## config.mk

```make
export PLATFORM = sky130hd
export DESIGN_NAME = srw_top
export DESIGN_NICKNAME = d
export VERILOG_FILES = /design/src/rtl/srw_pkg.sv /design/src/rtl/srw_frame_rx.sv /design/src/rtl/srw_commit.sv /design/src/rtl/srw_busy_timer.sv /design/src/rtl/srw_top.sv
export SDC_FILE = /design/constraint.sdc
export NUM_CORES = 1
export LEC_CHECK = 0
export ABC_AREA = 1
export CORE_UTILIZATION = 40
export DETAILED_ROUTE_END_ITERATION = 7
export MAX_ROUTING_LAYER = met4
export SETUP_SLACK_MARGIN = 0.4
export SLEW_MARGIN = 20
export SYNTH_ARGS = -nofsm -noshare
export SYNTH_HDL_FRONTEND = slang
export SYNTH_HIERARCHICAL = 1
export SYNTH_SLANG_ARGS = --single-unit
```

## constraint.sdc

```tcl
create_clock -name clk -period 2.75 [get_ports clk]
set_input_delay 0.6875 -clock clk [delete_from_list [all_inputs] [get_ports clk]]
set_output_delay 0.6875 -clock clk [all_outputs]
set_load 0.01 [all_outputs]
```

## src/rtl/srw_pkg.sv

```systemverilog
package srw_pkg;
   localparam int SR_W   = 16;
   localparam int B_WIP  = 0;
   localparam int B_WEL  = 1;
   localparam int B_SRP0 = 7;
   localparam int B_SRP1 = 8;
   localparam int B_QE   = 9;
   localparam int B_CMP  = 14;
   // bits a status write never touches
   localparam logic [SR_W-1:0] FIXED_MASK = 16'h8403;

   typedef enum logic [1:0] {
      LEN_BAD = 2'd0,
      LEN_ONE = 2'd1,
      LEN_TWO = 2'd2
   } wr_len_e;

   function automatic logic hw_locked(input logic srp1, input logic srp0, input logic wp_n);
      return !srp1 && srp0 && !wp_n;
   endfunction

   function automatic int nib_base(input int slot);
      return ((slot % 2) == 0 ? 4 : 0) + (slot / 2) * 8;
   endfunction
endpackage

```

## src/rtl/srw_frame_rx.sv

```systemverilog
module srw_frame_rx #(
   parameter int OP_W  = 8,
   parameter int DAT_W = 16
) (
   input  logic             clk,
   input  logic             rst_n,
   input  logic             cs_n,
   input  logic             qpi,
   input  logic [3:0]       io,
   output logic [OP_W-1:0]  op_o,
   output logic [DAT_W-1:0] data_o,
   output logic [5:0]       nbits_o,
   output logic             rise_o
);
   import srw_pkg::*;

   localparam int          NIBS  = DAT_W / 4;
   localparam logic [5:0]  OPEND = 6'(OP_W);
   localparam logic [5:0]  DEND  = 6'(OP_W + DAT_W);
   localparam logic [5:0]  SAT   = 6'd32;

   if (DAT_W != 16) begin : g_bad_width
      $error("srw_frame_rx: DAT_W must be 16");
   end
   if (OP_W != 8) begin : g_bad_op
      $error("srw_frame_rx: OP_W must be 8");
   end

   logic             cs_q;
   logic [5:0]       nbits_q;
   logic [OP_W-1:0]  op_q;
   logic [DAT_W-1:0] data_q;
   logic [NIBS-1:0]  nib_hit;
   logic [5:0]       k_idx;
   logic [3:0]       spi_pos;
   logic [5:0]       step;

   for (genvar j = 0; j < NIBS; j++) begin : g_nib
      localparam logic [5:0] AT = 6'(OP_W + 4 * j);
      assign nib_hit[j] = qpi && (nbits_q == AT);
   end

   assign k_idx   = nbits_q - OPEND;
   assign spi_pos = (k_idx < 6'd8) ? 4'(6'd7 - k_idx) : 4'(6'd23 - k_idx);
   assign step    = qpi ? 6'd4 : 6'd1;

   always_ff @(posedge clk or negedge rst_n) begin
      if (!rst_n) begin
         cs_q    <= 1'b1;
         nbits_q <= '0;
         op_q    <= '0;
         data_q  <= '0;
      end else begin
         cs_q <= cs_n;
         if (cs_n) begin
            nbits_q <= '0;
            op_q    <= '0;
            data_q  <= '0;
         end else begin
            if (nbits_q < SAT) nbits_q <= nbits_q + step;
            if (nbits_q < OPEND) begin
               op_q <= qpi ? {op_q[OP_W-5:0], io} : {op_q[OP_W-2:0], io[0]};
            end else if (!qpi && nbits_q < DEND) begin
               data_q[spi_pos] <= io[0];
            end
            for (int j = 0; j < NIBS; j++) begin
               if (nib_hit[j]) data_q[nib_base(j) +: 4] <= io;
            end
         end
      end
   end

   assign op_o    = op_q;
   assign data_o  = data_q;
   assign nbits_o = nbits_q;
   assign rise_o  = cs_n && !cs_q;

   // the counter never passes its saturation point
   p_count_sat_r8: assert property (@(posedge clk) disable iff (!rst_n)
      nbits_q <= SAT);
   // at most one nibble slot is hit per edge
   p_one_nibble_r6: assert property (@(posedge clk) disable iff (!rst_n)
      $onehot0(nib_hit));
endmodule

```

## src/rtl/srw_commit.sv

```systemverilog
module srw_commit #(
   parameter logic [7:0] OP_WRSR = 8'h01,
   parameter logic [7:0] OP_WREN = 8'h06
) (
   input  logic [15:0] sr_cur,
   input  logic [7:0]  op,
   input  logic [15:0] data,
   input  logic [5:0]  nbits,
   input  logic        qpi,
   input  logic        wp_n,
   output logic        wren_ok,
   output logic        wrsr_ok,
   output logic [15:0] sr_next
);
   import srw_pkg::*;

   if (OP_WRSR == OP_WREN) begin : g_op_clash
      $error("srw_commit: opcodes must differ");
   end

   wr_len_e len;
   logic    idle;
   logic    locked;

   always_comb begin
      unique case (nbits)
         6'd16:   len = LEN_ONE;
         6'd24:   len = LEN_TWO;
         default: len = LEN_BAD;
      endcase
   end

   assign idle    = !sr_cur[B_WIP];
   assign locked  = hw_locked(sr_cur[B_SRP1], sr_cur[B_SRP0], wp_n);
   assign wren_ok = idle && (op == OP_WREN) && (nbits == 6'd8);
   assign wrsr_ok = idle && (op == OP_WRSR) && sr_cur[B_WEL] && !locked && (len != LEN_BAD);

   always_comb begin
      sr_next = sr_cur;
      if (len == LEN_TWO) begin
         sr_next = (sr_cur & FIXED_MASK) | (data & ~FIXED_MASK);
      end else begin
         sr_next[7:2]   = data[7:2];
         sr_next[B_CMP] = 1'b0;
         if (!qpi) sr_next[B_QE] = 1'b0;
      end
      sr_next[B_WIP] = 1'b1;
   end
endmodule

```

## src/rtl/srw_busy_timer.sv

```systemverilog
module srw_busy_timer #(
   parameter int TW_CYCLES = 2000
) (
   input  logic clk,
   input  logic rst_n,
   input  logic start,
   output logic busy_o,
   output logic done_o
);
   localparam int CW = $clog2(TW_CYCLES + 1);
   localparam logic [CW-1:0] LOAD = CW'(TW_CYCLES - 1);

   if (TW_CYCLES < 1) begin : g_bad_tw
      $error("srw_busy_timer: TW_CYCLES must be at least 1");
   end

   logic [CW-1:0] cnt_q;
   logic          busy_q;

   assign done_o = busy_q && (cnt_q == '0);
   assign busy_o = busy_q;

   always_ff @(posedge clk or negedge rst_n) begin
      if (!rst_n) begin
         cnt_q  <= '0;
         busy_q <= 1'b0;
      end else if (start && !busy_q) begin
         cnt_q  <= LOAD;
         busy_q <= 1'b1;
      end else if (done_o) begin
         busy_q <= 1'b0;
      end else if (busy_q) begin
         cnt_q <= cnt_q - 1'b1;
      end
   end

   // the remaining count stays inside the window
   p_cnt_bound_r9: assert property (@(posedge clk) disable iff (!rst_n)
      cnt_q <= LOAD);
   // a finished window ends busy on the next edge
   p_done_ends_r9: assert property (@(posedge clk) disable iff (!rst_n)
      done_o && !start |=> !busy_q);
endmodule

```

## src/rtl/srw_top.sv

```systemverilog
module srw_top #(
   parameter int         TW_CYCLES = 2000,
   parameter logic [7:0] OP_WRSR   = 8'h01,
   parameter logic [7:0] OP_WREN   = 8'h06
) (
   input  logic        clk,
   input  logic        rst_n,
   input  logic        cs_n,
   input  logic        qpi_mode,
   input  logic        wp_n,
   input  logic [3:0]  io_in,
   output logic [15:0] status_o
);
   import srw_pkg::*;

   logic [7:0]      op;
   logic [15:0]     data;
   logic [5:0]      nbits;
   logic            rise;
   logic            busy;
   logic            done;
   logic            wren_ok;
   logic            wrsr_ok;
   logic [15:0]     sr_next;
   logic [15:0]     sr_cur;
   logic [SR_W-1:1] sr_q;
   logic            hpm_now;

   srw_frame_rx #(.OP_W(8), .DAT_W(SR_W)) u_rx (
      .clk(clk), .rst_n(rst_n), .cs_n(cs_n), .qpi(qpi_mode), .io(io_in),
      .op_o(op), .data_o(data), .nbits_o(nbits), .rise_o(rise)
   );

   assign sr_cur = {sr_q, busy};

   srw_commit #(.OP_WRSR(OP_WRSR), .OP_WREN(OP_WREN)) u_commit (
      .sr_cur(sr_cur), .op(op), .data(data), .nbits(nbits), .qpi(qpi_mode),
      .wp_n(wp_n), .wren_ok(wren_ok), .wrsr_ok(wrsr_ok), .sr_next(sr_next)
   );

   srw_busy_timer #(.TW_CYCLES(TW_CYCLES)) u_timer (
      .clk(clk), .rst_n(rst_n), .start(rise && wrsr_ok),
      .busy_o(busy), .done_o(done)
   );

   always_ff @(posedge clk or negedge rst_n) begin
      if (!rst_n) begin
         sr_q <= '0;
      end else begin
         if (done) sr_q[B_WEL] <= 1'b0;
         if (rise && wrsr_ok)      sr_q <= sr_next[SR_W-1:1];
         else if (rise && wren_ok) sr_q[B_WEL] <= 1'b1;
      end
   end

   assign status_o = sr_cur;
   assign hpm_now  = hw_locked(sr_q[B_SRP1], sr_q[B_SRP0], wp_n);

   // busy only starts on a select release
   p_busy_from_rise_r9: assert property (@(posedge clk) disable iff (!rst_n)
      $rose(busy) |-> $past(rise));
   // write-enable falls together with busy
   p_wel_with_busy_r9: assert property (@(posedge clk) disable iff (!rst_n)
      $fell(busy) |-> $fell(sr_q[B_WEL]));
   // a commit needs the write-enable flag beforehand
   p_needs_wel_r3: assert property (@(posedge clk) disable iff (!rst_n)
      $rose(busy) |-> $past(sr_q[B_WEL]));
   // no commit while locked
   p_locked_refuse_r10: assert property (@(posedge clk) disable iff (!rst_n)
      $rose(busy) |-> !$past(hpm_now));
   // commits only after 8 or 16 data bits
   p_len_ok_r8: assert property (@(posedge clk) disable iff (!rst_n)
      $rose(busy) |-> ($past(nbits) == 6'd16 || $past(nbits) == 6'd24));
   // a release while busy changes no stored field
   p_busy_ignore_r11: assert property (@(posedge clk) disable iff (!rst_n)
      rise && busy |=> $stable(sr_q[SR_W-1:2]));
   // bits 15 and 10 are never altered
   p_fixed_bits_r4: assert property (@(posedge clk) disable iff (!rst_n)
      $stable(sr_q[15]) && $stable(sr_q[10]));
endmodule

```

==> results.yml, run 1 <==
outcome:
  status: "completed"
finish:
  drive_above_1_share_pct: 14.4
  area_growth_pct: 9.78
  nets: 520
  final_area_um2: 3890
  antenna_cells: 0
  final_cell_count_no_fill: 612
  utilization_pct: 46.4
timing:
  fin_crit_sh_pct: 78.9
  period_minus_slack_ns: 2.17
  max-slew-margin-rel_pct: 54.0
  grt_setup_unrepaired: "no"
  clock-skew-final_ns: 0.00913
  tightest_slew_ns: 0.690
  hold_viol: 0
  fmax_mhz: 461
  fin_setup_tns_ns: 0
  setup_viol: 0
  report.final.slew_viol_count: 0
clock_tree:
  clock-sinks: 54
  cts_tree: "built"
  cts_hold_buf: 0
  htreeDepth: 2
  post_cts_resized: 0
  clk_latency_ns: 0.31
  post_cts_buffers: 0
  cts.clk_slew.worst_paths_ns: 0.10
  cts_root_buf: "clkbuf_8"
  numCtsBuffers: 5
  clockBufferDepth: 2
worst_setup_path:
  crit_buf_inv: 1
  required_ns: 2.06
  crit_family: "buffers and inverters"
  r2r_end: "u_timer/cnt_q[0]$_DFFE_PN0P_"
  cp_data_arrival_time_ns: 1.48
  cp-end-kind: "primary output"
  critical_path_class: "flip-flop to primary output"
  ff2ff_path_depth: 11
  crit_path_start: "u_timer/busy_o$_DFFE_PN0P_"
  crit_path_max_fanout: 6
  max_stage_delay_ns: 0.61
  worst_r2r_startpoint: "u_rx/nbits_o[2]$_DFFE_PN0P_"
  rrSetupSlack_ns: 0.77
  critPathLaunchType: "flip-flop"
  cp-endpoint: "status_o[0]"
  crit_slowest_cell: "clkdlybuf4s50_1"
  cp.depth: 1
  crit_path_cell_trace: "clkdlybuf4s50_1"
worst_hold_path:
  min_path_type: "flip-flop to flip-flop"
  min-delay-start: "u_rx/data_o[5]$_DFFE_PN0P_"
global_routing:
  grt_pass1_vias: 2756
  grt_pass1_wl_um: 12900
  antenna_found_initial: 0
  grtUsageTotal_pct: 18.5
  overflow: 0
  grt_max_degree: 55
placement:
  dp_hpwl_um: 5520
  dpl.cell_count: 605
  post_dp_cell_area_um2: 3780
  routabilityCongestion: 0.871
  io_buffers: 24
route:
  wirelength_um: 7540
  vias: 2977
  wl_per_cell_um: 12.3
  top_layer: "met4"
  ant_nets: 0
  met1Wirelength_um: 3880
  wl_met2_um: 3400
  drt-initial-drc-count: 138
  via_per_inst: 4.86
  wl_met3_um: 218
  firstDrtPassIters: 4
  drcViolationCount: 0
yosys:
  syn-cell-area_um2: 3540
  synth_nets: 504
  synthCells: 491
  ys.warnings.count: 6
  avgSynthCellArea_um2: 7.21
die:
  die_area_um2: 9240
  start_util_pct: 42.3
  io_pins: 25
  die_height_um: 96.1
  die_x_um: 96.1
  rows: 33
  core_um2: 8380
power:
  vdd_drop_max_uv: 226
  p_per_area_nw_per_um2: 414
  p_leak_nw: 2.00
  finalPower_mw: 1.61
flow_run:
  max_cap_violations: 0
==> worst min path at each step <==
| stage | end | cells past startpoint |
|---|---|---|
| 2_1_floorplan | sr_q[10]$_DFFE_PN0P_ | 0 |
| 3_3_place_gp | sr_q[4]$_DFFE_PN0P_ | 2 |
| 4_1_cts | sr_q[5]$_DFFE_PN0P_ | 2 |
| 6_report | sr_q[5]$_DFFE_PN0P_ | 2 |
| 5_1_grt | sr_q[7]$_DFFE_PN0P_ | 2 |
| 3_5_place_dp | sr_q[14]$_DFFE_PN0P_ | 2 |
==> stage by stage <==
step / hold slack (ns) / setup slack (ns)
global route: 0.507 / 0.480
global placement: 0.465 / 0.333
detailed placement: 0.468 / 0.298
finish: 0.486 / 0.581
floorplan: 0.392 / 0.596
CTS: 0.493 / 0.553
==> cell type report <==
class,instances,area [µm²]
Fill cell,876,4490
Multi-Input combinational cell,365,1810
Sequential cell,54,1350
Timing Repair Buffer,29,273
Inverter,52,205
Tap cell,105,131
Clock buffer,6,82.6
Clock inverter,1,30.0
==> state kept, by name, summed over array words and instances (netlist names) <==
signal,count
sr_q,15
u_timer/cnt_q,11
u_rx/nbits_o,6
u_rx/data_o,12
u_rx/op_o,8
u_timer/busy_o,1
u_rx/cs_q,1
==> cell usage in the layout (no fill, tap or decap), types with 2 or more instances in the layout <==
master,n
a21oi_1,7
buf_4,5
clkbuf_8,6
clkdlybuf4s50_1,23
dfrtp_1,53
ha_1,4
inv_1,41
inv_2,8
inv_4,2
nand2_1,180
nand2_2,15
nand2_4,5
nand2_8,2
nand3_1,45
nand3_2,5
nand3b_1,4
nand4_1,4
nor2_1,42
nor2_2,10
nor2_4,8
nor2_8,2
o21ai_0,19
o21ai_1,3
o21bai_1,2
o22ai_1,3
==> worst register-to-register path, cell delays in order (launching register included) <==
cell and delay [ns]:
dfrtp_1 0.53, inv_2 0.14, nand2_1 0.06, nor2_1 0.11, nand3_1 0.09, nor2_1 0.19
nand2_4 0.09, inv_6 0.13, nand2_2 0.26, nand2_8 0.21, nand2_1 0.06, o21ai_1 0.07
==> power breakdown <==
group	switching, mW	internal [mW]	total (mW)	leakage (nW)
sequential	0.0304	0.816	0.846	0.694
clock	0.255	0.292	0.547	0.0573
combinational	0.148	0.0689	0.216	1.24
==> per-layer routing <==
metal / global-route usage [%] / vias to the layer above
li1: - / 1558
met1: 25.3 / 1371
met2: 29.1 / 43
met3: 2.61 / 5
met4: 3.73 / 0
met5: - / -
(Power assumes the default switching activity.)
==> inputs of run 2 (changes only) <==
==> constraint.sdc (replaced) <==
create_clock -name clk -period 2.2 [get_ports clk]
set_input_delay 0.55 -clock clk [delete_from_list [all_inputs] [get_ports clk]]
set_output_delay 0.55 -clock clk [all_outputs]
set_load 0.01 [all_outputs]
==> results.yml, run 2 (synthesis gave the netlist of run 1 again) <==
route:
  drt-initial-drc-count: 119
  firstDrtPassIters: 4
  ant_nets: 0
  wirelength_um: 7750
  wl_per_cell_um: 12.5
  drcViolationCount: 0
  vias: 3014
  via_per_inst: 4.85
outcome:
  status: "completed"
timing:
  fmax_mhz: 571
  period_minus_slack_ns: 1.75
  fin_setup_tns_ns: 0
  report.final.slew_viol_count: 0
  max-slew-margin-rel_pct: 60.4
  clock-skew-final_ns: 0.00836
  setup_viol: 0
  tightest_slew_ns: 0.595
  hold_viol: 0
  grt_setup_unrepaired: "yes"
  fin_crit_sh_pct: 79.6
clock_tree:
  htreeDepth: 2
  cts_root_buf: "clkbuf_8"
  numCtsBuffers: 5
  clk_latency_ns: 0.31
  cts_hold_buf: 0
  clockBufferDepth: 2
  cts.clk_slew.worst_paths_ns: 0.10
  clock-sinks: 54
  cts_tree: "built"
worst_setup_path:
  required_ns: 1.65
  cp-end-kind: "primary output"
  critPathLaunchType: "flip-flop"
  cp_data_arrival_time_ns: 1.20
  crit_buf_inv: 1
  crit_path_cell_trace: "clkdlybuf4s50_1"
  rrSetupSlack_ns: 0.56
  crit_family: "buffers and inverters"
  critical_path_class: "flip-flop to primary output"
  crit_slowest_cell: "clkdlybuf4s50_1"
  crit_path_max_fanout: 2
  max_stage_delay_ns: 0.54
power:
  pwr-share-seq_pct: 54.6
  p_int_mw: 1.37
  p_per_area_nw_per_um2: 483
  power_frac_comb_pct: 15.1
  p_sw_mw: 0.555
  swShare_pct: 28.8
  power_frac_clock_pct: 30.3
  p_leak_nw: 2.22
  vdd_drop_max_uv: 285
finish:
  area_growth_pct: 12.5
  drive_above_1_share_pct: 16.4
  largest_reg_flops: 15
  final_common_cell: "nand2_1"
  nets: 529
  seq_area_um2: 1350
  max_flop_register: "sr_q"
  fillers: 883
  multi_input_area_um2: 1830
  final_cell_mix: "nand2_1 (180), dfrtp_1 (52), nand3_1 (45)"
  antenna_cells: 0
  final_area_um2: 3990
  utilization_pct: 47.6
global_routing:
  overflow: 0
  met3_usage_pct: 2.61
  use_met2_pct: 30.6
  grt_pass1_wl_um: 13800
  antenna_found_initial: 0
  grtUsageMet1_pct: 27.9
  grt_pass1_vias: 2869
  grtUsageTotal_pct: 19.9
  grt-busiest-layer: "met2"
  grt_max_degree: 32
die:
  die_area_um2: 9240
  start_util_pct: 42.3
  die_height_um: 96.1
  io_pins: 25
  core_um2: 8380
  die_x_um: 96.1
  rows: 33
placement:
  io_buffers: 24
  dp_hpwl_um: 5830
  routabilityCongestion: 0.927
  post_dp_cell_area_um2: 3850
flow_run:
  max_cap_violations: 0
worst_hold_path:
  min_path_type: "input pin to asynchronous set/reset pin"
## run 2: area by class of cell
type | instances | area share [%]
sequential | 54 | 34.0
timing repair buffer | 38 | 9.42
clock inverter | 1 | 0.126
tap | 105 | 3.30
multi-input combinational | 365 | 45.9
clock buffer | 7 | 2.17
inverter | 52 | 5.15
## run 2: final timing paths
check	from	depth (start not counted)	end
max	sr_q[4]$_DFFE_PN0P_	1	status_o[4]
min	rst_n	1	u_timer/cnt_q[1]$_DFFE_PN0P_
max reg2reg	u_timer/cnt_q[0]$_DFFE_PN0P_	9	sr_q[1]$_DFFE_PN0P_
min reg2reg	u_rx/data_o[7]$_DFFE_PN0P_	2	sr_q[7]$_DFFE_PN0P_
max in group asynchronous	rst_n	2	u_rx/data_o[6]$_DFFE_PN0P_
min in group clk	u_rx/data_o[7]$_DFFE_PN0P_	2	sr_q[7]$_DFFE_PN0P_
## run 2: metrics by stage
step	setup WS (ns)	power, mW	std cells	hold slack [ns]
after floorplan	0.415	1.27	491	0.254
after global placement	0.162	1.36	612	0.463
after detailed placement	0.125	1.36	612	0.465
after CTS	0.403	1.95	622	0.249
after global routing	0.399	2.03	622	0.273
final	0.449	1.93	622	0.229
## run 2: power by group through the flow
stage | registers [mW] | logic, mW | clock network, mW
after floorplan | 1.06 | 0.208 | 0
after global placement | 1.07 | 0.291 | 0
after detailed placement | 1.07 | 0.292 | 0
after CTS | 1.05 | 0.293 | 0.609
after global routing | 1.06 | 0.330 | 0.641
final | 1.05 | 0.290 | 0.584
## run 2: layer usage
metal / share of wire, % / routed length, µm / up-vias
met5: 0 / 0 / -
met4: 0.79 / 61 / 0
met3: 2.9 / 226 / 5
met2: 45 / 3480 / 50
met1: 51 / 3990 / 1377
li1: - / - / 1582
## run 2: timing repair
action,in CTS,in global routing
gates cloned,0,0
pin swaps,0,0
setup buffers,2,0
setup endpoints to repair,4,25
gates resized for setup,2,12
==> inputs of run 3 (changes only) <==
==> constraint.sdc (replaced) <==
create_clock -name clk -period 1.8 [get_ports clk]
set_input_delay 0.45 -clock clk [delete_from_list [all_inputs] [get_ports clk]]
set_output_delay 0.45 -clock clk [all_outputs]
set_load 0.01 [all_outputs]
==> results.yml, run 3 (synthesis gave the netlist of run 1 again) <==
timing:
  clock-skew-final_ns: 0.00913
  whs_ns: 0.106
  max-slew-margin-rel_pct: 69.8
  fin_setup_tns_ns: 0
  setup_viol: 0
  report.final.slew_viol_count: 0
  tightest_slew_ns: 0.453
  hold_viol: 0
  fin_crit_sh_pct: 82.0
  period_minus_slack_ns: 1.48
  worst_slack_ns: 0.325
  grt_setup_unrepaired: "yes"
  fmax_mhz: 678
global_routing:
  grt_pass1_wl_um: 14400
  grt_max_degree: 36
  antenna_found_initial: 0
  grtUsageTotal_pct: 20.7
  overflow: 0
  grt_pass1_vias: 3111
clock_tree:
  clockBufferDepth: 2
  clock-sinks: 54
  clk_latency_ns: 0.32
  cts_tree: "built"
  cts_hold_buf: 0
  numCtsBuffers: 5
  htreeDepth: 2
  cts.clk_slew.worst_paths_ns: 0.10
  cts_root_buf: "clkbuf_8"
die:
  rows: 33
  core_um2: 8380
  die_area_um2: 9240
  die_height_um: 96.1
  io_pins: 25
  die_x_um: 96.1
  start_util_pct: 42.3
flow_run:
  max_cap_violations: 0
power:
  finalPower_mw: 2.57
  p_leak_nw: 2.37
  p_per_area_nw_per_um2: 552
  vdd_drop_max_uv: 304
finish:
  area_growth_pct: 31.2
  final_cell_mix: "nand2_1 (160), dfrtp_1 (49), buf_4 (45)"
  antenna_cells: 0
  final_cell_count_no_fill: 669
  final_common_cell: "nand2_1"
  nets: 576
  fillers: 804
  drive_above_1_share_pct: 37.4
  multi_input_area_um2: 2200
  seq_area_um2: 1360
  largest_reg_flops: 15
  max_flop_register: "sr_q"
placement:
  io_buffers: 24
  routabilityCongestion: 0.875
  dpl_worst_slack_ns: -0.181
  dp_hpwl_um: 5900
  dpl.cell_count: 622
worst_setup_path:
  critPathLaunchType: "flip-flop"
  cp_common_cell: "nand2_4"
  crit_buf_inv: 2
  required_ns: 2.06
  crit_path_max_fanout: 5
  critical_path_class: "flip-flop to flip-flop"
  max_stage_delay_ns: 0.42
  crit_family: "simple AND/OR/NAND/NOR gates"
  cp_data_arrival_time_ns: 1.73
  crit_path_cell_trace: "inv_2 -> nand2_4 -> nor2_4 -> nand3_2 -> nor2_4 -> nand2_4 -> clkinv_8 -> nand2_8 -> nand2_8 -> nand2_4 -> o21ai_2"
  cp-end-kind: "flip-flop"
  crit_slowest_cell: "dfrtp_1"
route:
  wirelength_um: 8940
  ant_nets: 0
  vias: 3313
  via_per_inst: 4.95
  firstDrtPassIters: 4
  drcViolationCount: 0
  drt-initial-drc-count: 152
  wl_per_cell_um: 13.4
outcome:
  status: "completed"
worst_hold_path:
  min_path_type: "input pin to asynchronous set/reset pin"
## run 3: changes by cell type in the layout (fill, tap and decap cells not counted), sizes merged, moves of 3 or more
cell,before,now
buf,15,60
clkbuf,7,21
clkdlybuf4s50,11,4
dlymetal6s2s,10,1
inv,52,49
nand2,202,207
## run 3: what timing repair did
item	in CTS	in global routing
buffers inserted	18	15
endpoints found under the setup margin	66	65
cloned	5	1
gates resized for setup	79	82
pin swaps	20	30
endpoints found under the hold margin	0	0
## run 3: worst reg2reg max path, stage by stage (launching register included)
cell      delay (ns)
dfrtp_1         0.42
inv_2           0.08
nand2_4         0.06
nor2_4          0.11
nand3_2         0.11
nor2_4          0.13
nand2_4         0.08
clkinv_8        0.10
nand2_8         0.10
nand2_8         0.13
nand2_4         0.05
o21ai_2         0.05
## run 3: stage by stage
stage                     utilization, %  area [µm²]
final                               55.4        4650
after global routing                55.4        4650
after CTS                           52.1        4370
after detailed placement            46.9        3930
after global placement              46.9        3930
after floorplan                        -        3580
## run 3: path summary, 6_finish.rpt
path                                        startpoint                      endpoint  slack, ns  cells past startpoint
hold / removal                                   rst_n    u_timer/busy_o$_DFFE_PN0P_       0.11                      2
hold reg to reg             u_rx/data_o[2]$_DFFE_PN0P_           sr_q[2]$_DFFE_PN0P_       0.48                      2
max in group asynchronous                        rst_n  u_timer/cnt_q[4]$_DFFE_PN0P_       1.27                      2
setup reg to reg           u_rx/nbits_o[1]$_DFFE_PN0P_  u_timer/cnt_q[0]$_DFFE_PN0P_       0.32                     11
min in group clk                                  cs_n           u_rx/cs_q$_DFF_PN1_       0.45                      2
setup / recovery           u_rx/nbits_o[1]$_DFFE_PN0P_  u_timer/cnt_q[0]$_DFFE_PN0P_       0.32                     11
## run 3: area by class of cell
| type | count | area share (%) |
|---|---|---|
| tap | 105 | 2.83 |
| multi-input combinational | 371 | 47.3 |
| sequential | 54 | 29.2 |
| inverter | 52 | 4.98 |
| timing repair buffer | 79 | 13.3 |
| clock buffer | 8 | 2.37 |
## run 3: report_power, final
group	leakage [nW]	internal (mW)	switching (mW)
logic	1.62	0.194	0.308
clock network	0.0575	0.389	0.397
registers	0.689	1.25	0.0292
## run 3: routing by layer
metal  GRT usage (%)  up-vias  routed length (µm)
li1                -     1678                   -
met1            26.4     1572                4100
met2            34.0       53                4420
met3            2.92       10                 293
met5               -        -                   0
met4            6.47        0                 121
